### config.mk
export PLATFORM = sky130hd
export DESIGN_NAME = spi_multidev_host
export DESIGN_NICKNAME = d
export VERILOG_FILES = /design/src/rtl/spi_multidev_host.sv
export SDC_FILE = /design/constraint.sdc
export NUM_CORES = 1
export LEC_CHECK = 0
export BUFFER_PORTS_ARGS = -buffer_cell sky130_fd_sc_hd__buf_2
export CORE_MARGIN = 1.5
export CORE_UTILIZATION = 45
export DETAILED_ROUTE_END_ITERATION = 8
export PLACE_DENSITY = 0.7
export SLEW_MARGIN = 30
export SYNTH_ARGS = -nofsm -noshare
export SYNTH_HDL_FRONTEND = slang
export SYNTH_SLANG_ARGS = --single-unit
### constraint.sdc
create_clock -name clk -period 1.9 [get_ports clk]
set_clock_uncertainty 0.15 [all_clocks]
set_input_delay 0.19 -clock clk [delete_from_list [all_inputs] [get_ports clk]]
set_output_delay 0.19 -clock clk [all_outputs]
set_load 0.1 [all_outputs]
### src/rtl/spi_multidev_host.sv
module spi_multidev_host #(
  parameter int CLK_DIV = 4,
  parameter int NUM_CS  = 6,
  parameter int AW      = 16,
  parameter int DW      = 16,
  parameter int RW      = 8
) (
  input  logic              clk,
  input  logic              rst_n,
  input  logic [7:0]        dev_sel,
  input  logic [AW-1:0]     addr,
  input  logic [DW-1:0]     wdata,
  input  logic              rd_req,
  input  logic              wr_req,
  output logic [RW-1:0]     rdata,
  output logic              idle,
  output logic              sclk,
  output logic              mosi,
  input  logic              miso,
  output logic [NUM_CS-1:0] cs_n
);

  localparam int SW      = AW + DW;
  localparam int RD_BITS = AW + RW;
  localparam int HALF    = CLK_DIV / 2;
  localparam int PW      = (CLK_DIV > 2) ? $clog2(CLK_DIV) : 1;
  localparam int BW      = $clog2(SW + 1);
  localparam logic [PW-1:0] PH_SAMPLE = PW'(HALF - 1);
  localparam logic [PW-1:0] PH_LAST   = PW'(CLK_DIV - 1);
  localparam logic [PW-1:0] PH_HALF   = PW'(HALF);
  localparam logic [7:0]    MAX_CODE  = 8'(NUM_CS);

  logic          busy, is_read;
  logic          rd_q, wr_q;
  logic [PW-1:0] phase;
  logic [BW-1:0] bits_left;
  logic [SW-1:0] shreg;
  logic [RW-1:0] rx;

  wire rd_edge = rd_req & ~rd_q;
  wire wr_edge = wr_req & ~wr_q;
  wire code_ok = (dev_sel != 8'd0) && (dev_sel <= MAX_CODE);
  wire start   = ~busy & (rd_edge | wr_edge) & code_ok;
  wire bit_end = busy && (phase == PH_LAST);

  assign idle = ~busy;
  assign sclk = busy && (phase >= PH_HALF);
  assign mosi = shreg[SW-1];

  always_ff @(posedge clk) begin
    if (!rst_n) begin
      rd_q      <= 1'b0;
      wr_q      <= 1'b0;
      busy      <= 1'b0;
      is_read   <= 1'b0;
      phase     <= '0;
      bits_left <= '0;
      shreg     <= '0;
      rx        <= '0;
      rdata     <= '0;
      cs_n      <= '1;
    end else begin
      rd_q <= rd_req;
      wr_q <= wr_req;
      if (start) begin
        busy      <= 1'b1;
        phase     <= '0;
        is_read   <= ~wr_edge;
        cs_n      <= ~(NUM_CS'(1) << (dev_sel - 8'd1));
        if (wr_edge) begin
          shreg     <= {addr, wdata};
          bits_left <= BW'(SW);
        end else begin
          shreg     <= {1'b1, addr[AW-2:0], {DW{1'b0}}};
          bits_left <= BW'(RD_BITS);
        end
      end else if (busy) begin
        phase <= bit_end ? '0 : phase + 1'b1;
        if (phase == PH_SAMPLE)
          rx <= {rx[RW-2:0], miso};
        if (bit_end) begin
          shreg     <= {shreg[SW-2:0], 1'b0};
          bits_left <= bits_left - 1'b1;
          if (bits_left == BW'(1)) begin
            busy <= 1'b0;
            cs_n <= '1;
            if (is_read) rdata <= rx;
          end
        end
      end
    end
  end

endmodule

==> results.yml, run 1 <==
timing:
  drv_slew: 0
  hold_slack_ns: 0.0474
  timing.final.crit_period_ns: 1.79
  grt_setup_unrepaired: "no"
  max_freq_ghz: 0.557
  tightestPinTransition_ns: 0.484
  hold_viol: 0
  max_slew_margin: 0.676
  setup_viol: 0
  post-route-period-util: 0.944
routing:
  post_drt_wl_per_cell_um: 13.5
  drc: 2
  antenna_left: 0
  drt_wl_total_um: 7050
  drt_iter0_drc: 145
  dr.pass1.iters: 6
  vias: 2919
  viasPerCell: 5.57
power_and_ir_drop:
  p_per_area_nw_per_um2: 685
  total_power_uw: 2810
  leakagePower_uw: 0.00159
  irDropWorstVdd_mv: 0.357
die:
  die-area_sq_um: 7260
  die_w_um: 85.2
  fp-row-count: 29
  io_pins: 62
  coreArea_sq_um: 6420
  fp.dieH_um: 85.2
  start_util: 0.474
layout:
  final_common_cell: "dfxtp_1"
  syn_to_final_growth_pct: 34.6
  multi_input_area_sq_um: 1580
  final_area_sq_um: 4100
  drive_above_1_share: 0.268
  final-seq-area_sq_um: 1330
  layout_common_cells: "64 x dfxtp_1, 59 x buf_2, 47 x nand2_1"
  final_nets: 495
  nFillCells: 562
  antenna_cells_inserted: 0
worst_setup_path:
  cp.required_ns: 2.03
  crit_path_start_kind: "flop"
  critPathKind: "reg2reg"
  critPathCaptureType: "flop"
  cp_max_fo: 6
  worstPathArrival_ns: 1.92
run_status:
  violations: "design-rule violations"
  status: "complete, but fails checks"
synthesis:
  synthTopCellsByArea: "dfxtp_1 43%, nand2_1 5.8%, a2bb2oi_1 4.9%"
  synth_cells: 345
  async_flop_share: 0
  synth-seq-area-share: 0.434
  yosys_most_used_dff: "dfxtp_1"
  ys_ff_latch: 66
  syn_nets: 397
  ys_types: 48
  syn-cell-area_sq_um: 3040
  avgSynthCellArea_sq_um: 8.82
  synth_edf_count: 0
  synth_top_area_frac: 0.434
  yosysTopAreaCell: "dfxtp_1"
  yosys_warnings: 0
clock_tree:
  cts_tree: "yes"
  clkTransAtPathRegs_ns: 0.07
  clock_path_buffers: 2
  cts-root-buf: "clkbuf_8"
  htreeDepth: 3
  insertion_delay_ns: 0.34
  cts_sinks: 66
  cts_buffers: 9
global_routing:
  grt_usage: 0.206
  grt_pass1_wl_um: 12000
  grt_antenna_before_repair: 0
  overflow: 0
  grt_max_degree: 39
  grt_pass1_vias: 2672
placed_design:
  gp_congestion: 0.777
  port_buffers: 61
  dpl-instance-area_sq_um: 3650
  hpwl_um: 4670
min_path:
  min_path_type: "in2reg"
flow_run:
  max_cap_violations: 0
timing repair:
item                                   4_1_cts  5_1_grt
resized for setup                            2        7
cloned                                       0        0
endpoints found under the hold margin       19        0
pin swaps                                    3        4
setup endpoints to repair                    6       33
setup buffers                                0        3
hold buffers                                19        0
worst paths after layout:
| kind | to | start | cells after the start | slack [ns] |
|---|---|---|---|---|
| hold reg to reg | is_read | is_read | 2 | 0.31 |
| setup / recovery | cs_n[1] | phase[0] | 6 | 0.11 |
| setup reg to reg | cs_n[1] | phase[0] | 6 | 0.11 |
| hold / removal | shreg[31] | addr[15] | 3 | 0.05 |
state kept, by name (all words and copies together) (netlist names):
signal,cells
bits_left,6
rd_q,1
rx,8
wr_q,1
phase,2
rdata,8
cs_n,6
is_read,1
busy,1
shreg,32
layout make-up:
class                           count  share of cell area
Clock buffer                       12              0.0354
Inverter                           12              0.0110
Sequential cell                    66               0.324
Multi-Input combinational cell    238               0.385
Clock inverter                      3             0.00978
Tap cell                           77              0.0235
Timing Repair Buffer              116               0.211
routing by layer:
metal	global-route usage	routed length, um	up-vias
met4	0.0835	76	0
li1	-	-	1481
met1	0.263	3200	1368
met3	0.0564	291	7
met5	0	0	-
met2	0.330	3480	63
synth_stat cells (all sizes together) (2+ instances only):
| cell type | n |
|---|---|
| inv | 11 |
| nor4 | 3 |
| nor2 | 18 |
| a211oi | 4 |
| o32ai | 2 |
| o22ai | 2 |
| a2bb2oi | 17 |
| or3 | 4 |
| o21ai | 3 |
| xnor2 | 3 |
| nand2b | 3 |
| dfxtp | 66 |
| nor3 | 19 |
| o221ai | 15 |
| a21oi | 15 |
| buf | 14 |
| and4 | 2 |
| nor2b | 2 |
| mux2i | 8 |
| nand3 | 24 |
| o32a | 6 |
| and2 | 3 |
| a311oi | 15 |
| nand2 | 47 |
| clkbuf | 15 |
| ha | 7 |
through the flow:
step,util,setup WS [ns],TNS [ns],std cells
after CTS,0.628,0.00563,0,521
after global routing,0.638,0.00433,0,524
final,0.638,0.106,0,524
after detailed placement,0.569,-0.103,-1.58,487
after global placement,0.569,-0.0722,-0.957,487
after floorplan,-,0.0128,0,345
where the power goes:
part	internal, uW	switching, uW
Combinational	128	128
Clock	632	515
Sequential	1400	8.38
Total	2160	651
worst max-delay path, cell delays in order (launching register included):
cell and delay (ns):
dfxtp_4 0.36, ha_4 0.13, nand4bb_1 0.12, buf_4 0.16
or3_4 0.36, o211ai_1 0.24, o32a_1 0.21
cell families (layout without fill, tap and decap cells):
kind of cell,after synthesis,in the layout,share of synthesized area
AOI/OAI and AO/OA,85,85,0.225
DFF,66,66,0.434
xor gates and xnor gates,4,4,0.0115
adders and majority gates,7,7,0.0288
buffers and inverters,41,143,0.0576
muxes,8,8,0.0263
and+or+nand+nor,134,134,0.217
Note: power is estimated with default switching activity, not from simulation.
==> inputs of run 2 (changes only) <==
Settings changed: ABC_AREA set to 1.
==> results.yml, run 2 <==
synthesis:
  synthTopCellsByArea: "dfxtp_1 42%, nand2_1 11%, o21ai_0 7.9%"
  synth_top_family_by_area: "simple AND/OR/NAND/NOR gates"
  avgSynthCellArea_sq_um: 7.50
  syn_nets: 474
  synth_edf_count: 0
  synthMuxAreaShare: 0
  async_flop_share: 0
  synth_cells: 422
  synth_top_area_frac: 0.417
  synth-simple-area-share: 0.294
  synth_common_cells: "90 x nand2_1, 66 x dfxtp_1, 50 x o21ai_0"
  syn-cell-area_sq_um: 3170
  ys_types: 35
  yosys_most_used_dff: "dfxtp_1"
  yosys.area_share.adder: 0.0277
  yosys_warnings: 0
  yosys.area_share.xor_xnor: 0.00553
  ys_ff_latch: 66
  synth_compound_area_frac: 0.175
  synth-seq-area-share: 0.417
  synth_most_common_cell: "nand2_1"
  yosysTopAreaCell: "dfxtp_1"
min_path:
  holdPathStages: 3
  min_path_type: "in2reg"
  hold-path-endpoint: "shreg[21]"
  min-delay-start: "addr[5]"
worst_setup_path:
  r2r_cells: 7
  cp_slowest_cell: "dlygate4sd3_1"
  critPathKind: "in2reg"
  crit_path_start_kind: "input port"
  critPathCaptureType: "flop"
  worstPathArrival_ns: 1.87
  crit_chain: "dlygate4sd3_1 -> buf_2 -> nand2_1 -> nand2_1 -> nand2_2 -> inv_2 -> nand3_1 -> nor2_1 -> nand2_1 -> o21ai_1 -> nand2_1"
  cp_common_cell: "nand2_1"
  cp_max_fo: 3
  critPathTopFamily: "buffers and inverters"
  timing.rr.start: "busy"
  rrSetupSlack_ns: 0.20
  cp.required_ns: 1.98
  r2r-end: "cs_n[3]"
  critPathMaxStageDelay_ns: 0.53
  crit_buf_inv: 3
power_and_ir_drop:
  irDropWorstVdd_mv: 0.481
  total_power_uw: 2760
  leakagePower_uw: 0.00175
  p_per_area_nw_per_um2: 683
die:
  die_w_um: 86.9
  fp-row-count: 30
  start_util: 0.466
  fp.dieH_um: 86.9
  die-area_sq_um: 7550
  io_pins: 62
  coreArea_sq_um: 6790
clock_tree:
  cts-root-buf: "clkbuf_8"
  clock_path_buffers: 2
  htreeDepth: 3
  cts_buffers: 9
  insertion_delay_ns: 0.34
  cts_sinks: 66
  cts_tree: "yes"
  post_cts_buffers: 0
  clkTransAtPathRegs_ns: 0.07
routing:
  antenna_left: 0
  vias: 3015
  viasPerCell: 4.90
  dr.pass1.iters: 4
  post_drt_wl_per_cell_um: 12.1
  drt_iter0_drc: 161
  drc: 0
  drt_wl_total_um: 7420
timing:
  tightestPinTransition_ns: 0.502
  max_slew_margin: 0.668
  hold_slack_ns: 0.0101
  hold_viol: 0
  post-route-period-util: 0.947
  timing.final.crit_period_ns: 1.80
  max_freq_ghz: 0.556
  drv_slew: 0
  setup_viol: 0
layout:
  layout_common_cells: "90 x nand2_1, 66 x dfxtp_1, 61 x buf_2"
  final_common_cell: "nand2_1"
  syn_to_final_growth_pct: 27.9
  biggestRegsByFlops: "shreg: 32 flops, rdata: 8 flops, rx: 8 flops"
  multi_input_area_sq_um: 1600
  nFillCells: 629
  final-seq-area_sq_um: 1320
  final_nets: 566
  largest_reg_flops: 32
  antenna_cells_inserted: 0
  top_register: "shreg"
  drive_above_1_share: 0.241
flow_run:
  max_cap_violations: 0
placed_design:
  gp_congestion: 0.812
  port_buffers: 61
  hpwl_um: 5000
global_routing:
  grt_usage: 0.206
  overflow: 0
  grt_pass1_vias: 2789
  grt_max_degree: 24
  grt_antenna_before_repair: 0
  grt_pass1_wl_um: 12300
run_status:
  status: "finished clean"
run 2: cell types whose count changed in the layout (fill, tap and decap cells not counted), sizes merged, moves of 15 or more:
cell | previous run | this run
o221ai | 15 | 0
nor3 | 19 | 1
o21ai | 3 | 53
nor2 | 18 | 52
a311oi | 15 | 0
a31oi | 0 | 17
nand2 | 47 | 104
a2bb2oi | 17 | 0
inv | 11 | 33
buf | 96 | 75
run 2: worst max path at each step:
stage                     startpoint   endpoint  cells after the start
after global routing            busy    cs_n[4]                      7
after floorplan           dev_sel[0]  shreg[26]                     12
after global placement    dev_sel[0]    cs_n[2]                     11
final                         wr_req    cs_n[2]                     11
after CTS                       busy       sclk                      3
after detailed placement  dev_sel[0]  shreg[21]                     10
run 2: report_power, final:
part	internal, uW	leakage (uW)	switching, uW
Clock	581	0.0000879	528
Combinational	114	0.00113	139
Sequential	1400	0.000533	6.76
Total	2090	0.00175	674
run 2: timing repair:
| action | in CTS | in global routing |
|---|---|---|
| hold buffers | 24 | 0 |
| endpoints found under the hold margin | 24 | 0 |
| gates resized for setup | 0 | 1 |
| endpoints found under the setup margin | 0 | 3 |
run 2: cells by family (layout without fill, tap and decap cells):
logic type	after synthesis	after routing
buf+inv	52	149
compound gates	96	96
flops	66	66
simple gates	199	199
xor+xnor	2	2
fa+ha+maj	7	7
run 2: final cells by class:
| class | instances | share of cell area |
|---|---|---|
| clock buffers | 13 | 0.0417 |
| inverters | 34 | 0.0346 |
| flip-flops and latches | 66 | 0.326 |
| well taps | 96 | 0.0297 |
| repair buffers | 99 | 0.167 |
| multi-input cells | 304 | 0.395 |
| clock inverters | 3 | 0.00556 |
run 2: per-stage QoR:
step,instance area (sq um),setup WS [ns],TNS (ns),util,instances
finish,4050,0.101,0,0.596,615
global route,4050,-0.00918,-0.00918,0.596,615
CTS,4040,0.0957,0,0.595,615
detailed placement,3610,0.0258,0,0.531,575
global placement,3610,0.0935,0,0.531,575
floorplan,3170,0.167,0,-,422
run 2: routing by layer:
layer	GRT usage	part of all wire	vias to the layer above
met5	0	0	-
met4	0.0748	0.013	0
met3	0.0370	0.046	8
met2	0.338	0.46	88
met1	0.269	0.48	1340
li1	-	-	1579
run 2: worst reg2reg max path: cells and delay by family, from the launching register on:
family                 cells  cell delay [ns]
buffers and inverters      2             0.34
AND/OR/NAND/NOR            4             0.53
flip-flops                 1             0.52
AO/OA/AOI/OAI              1             0.10
==> inputs of run 3 (changes only) <==
Settings changed: ABC_AREA 1 to unset, CORE_UTILIZATION 45 to 40, PLACE_DENSITY 0.7 to unset.
==> results.yml, run 3 (synthesis gave the netlist of run 1 again) <==
layout:
  final_util: 0.557
  final_common_cell: "dfxtp_1"
  layout_common_cells: "64 x dfxtp_1, 59 x buf_2, 47 x nand2_1"
  biggestRegsByFlops: "shreg: 32 flops, rdata: 8 flops, rx: 8 flops"
  final-seq-area_sq_um: 1330
  antenna_cells_inserted: 0
  final_nets: 488
  fin_cells: 539
  drive_above_1_share: 0.255
  top_register: "shreg"
  syn_to_final_growth_pct: 33.6
  multi_input_area_sq_um: 1570
  largest_reg_flops: 32
  nFillCells: 703
placed_design:
  gp_congestion: 0.785
  dpl.cell_count: 502
  hpwl_um: 4820
  port_buffers: 61
timing:
  grt_setup_unrepaired: "no"
  timing.final.crit_period_ns: 1.80
  max_slew_margin: 0.630
  drv_slew: 0
  max_freq_ghz: 0.554
  hold_viol: 0
  hold_slack_ns: 0.0451
  tightestPinTransition_ns: 0.553
  setup_viol: 0
  post-route-period-util: 0.950
routing:
  viasPerCell: 5.34
  post_drt_wl_per_cell_um: 13.5
  dr.pass1.iters: 4
  drc: 0
  drt_iter0_drc: 108
  drt_wl_total_um: 7270
  antenna_left: 0
  vias: 2876
run_status:
  status: "finished clean"
worst_setup_path:
  critPathCaptureType: "flop"
  worstPathArrival_ns: 1.87
  cp_max_fo: 36
  crit_path_start_kind: "input port"
  critPathMaxStageDelay_ns: 0.53
  cp_slowest_cell: "dlygate4sd3_1"
  critPathKind: "in2reg"
  crit_chain: "dlygate4sd3_1 -> buf_2 -> nor2b_1 -> a21oi_2 -> buf_12 -> o211ai_1 -> buf_4 -> o32a_1"
  cp.required_ns: 1.97
die:
  io_pins: 62
  coreArea_sq_um: 7290
  die-area_sq_um: 8140
  start_util: 0.417
  fp-row-count: 31
  fp.dieH_um: 90.2
  die_w_um: 90.2
global_routing:
  grt_antenna_before_repair: 0
  grt_max_degree: 38
  grt_usage: 0.182
  grt_pass1_wl_um: 12100
  grt_pass1_vias: 2731
  overflow: 0
clock_tree:
  cts_tree: "yes"
  insertion_delay_ns: 0.33
  cts_buffers: 9
  htreeDepth: 3
  cts-root-buf: "clkbuf_8"
  clkTransAtPathRegs_ns: 0.07
  cts_sinks: 66
  clock_path_buffers: 2
power_and_ir_drop:
  p_per_area_nw_per_um2: 665
  leakagePower_uw: 0.00155
  irDropWorstVdd_mv: 0.319
  total_power_uw: 2700
flow_run:
  max_cap_violations: 0
min_path:
  min_path_type: "in2reg"
-- run 3: changes by cell type in the layout (fill, tap and decap cells not counted), moves of 7 or more --
cell | previous run | this run
a2bb2oi_1 | 0 | 17
nor3_1 | 1 | 19
a311oi_1 | 0 | 15
a31oi_1 | 11 | 0
nor2_1 | 44 | 17
mux2i_1 | 0 | 8
nand3_1 | 31 | 24
nand2_2 | 12 | 0
nand2_1 | 90 | 47
o221ai_1 | 0 | 15
o21ai_0 | 50 | 2
inv_1 | 31 | 11
buf_4 | 12 | 21
-- run 3: metal layers --
layer | wire, um | track usage | part of all wire
met4 | 78 | 0.0661 | 0.011
met5 | 0 | 0 | 0
met1 | 3390 | 0.230 | 0.47
met2 | 3520 | 0.295 | 0.48
met3 | 288 | 0.0525 | 0.040
-- run 3: worst paths after layout --
kind                  from       end  slack (ns)  cells past startpoint
setup / recovery    wr_req   cs_n[5]         0.1                      8
hold / removal       rst_n      wr_q        0.05                      2
setup reg to reg  phase[1]  rdata[1]        0.12                      6
hold reg to reg      rx[7]     rx[7]        0.31                      2
-- run 3: layout make-up --
class	count	share of cell area
clock inverter	2	0.00308
sequential	66	0.326
timing repair buffer	109	0.203
inverter	12	0.0111
clock buffer	13	0.0391
tap	99	0.0305
multi-input combinational	238	0.387
-- run 3: metrics by stage --
stage	area (sq um)	setup TNS [ns]	setup slack (ns)
6_report	4070	0	0.0954
5_1_grt	4070	0	0.000933
4_1_cts	4000	0	0.00815
3_5_place_dp	3640	-4.06	-0.221
3_3_place_gp	3640	-1.86	-0.144
2_1_floorplan	3050	0	0.0128
-- run 3: what timing repair did --
action,in CTS,in global routing
endpoints found under the setup margin,1,32
pin swaps,1,11
buffers inserted,0,3
hold buffers,19,0
hold endpoints to repair,19,0
gates resized for setup,0,8
-- run 3: worst max-delay path, delay by kind of cell --
kind	cells	cell delay (ns)
buffers and inverters	4	1.06
AO/OA/AOI/OAI	3	0.47
AND/OR/NAND/NOR	1	0.15
-- run 3: power by group --
group	internal [uW]	switching, uW	leakage (uW)
registers	1400	7.57	0.000534
clock network	537	505	0.0000855
logic	128	129	0.000929
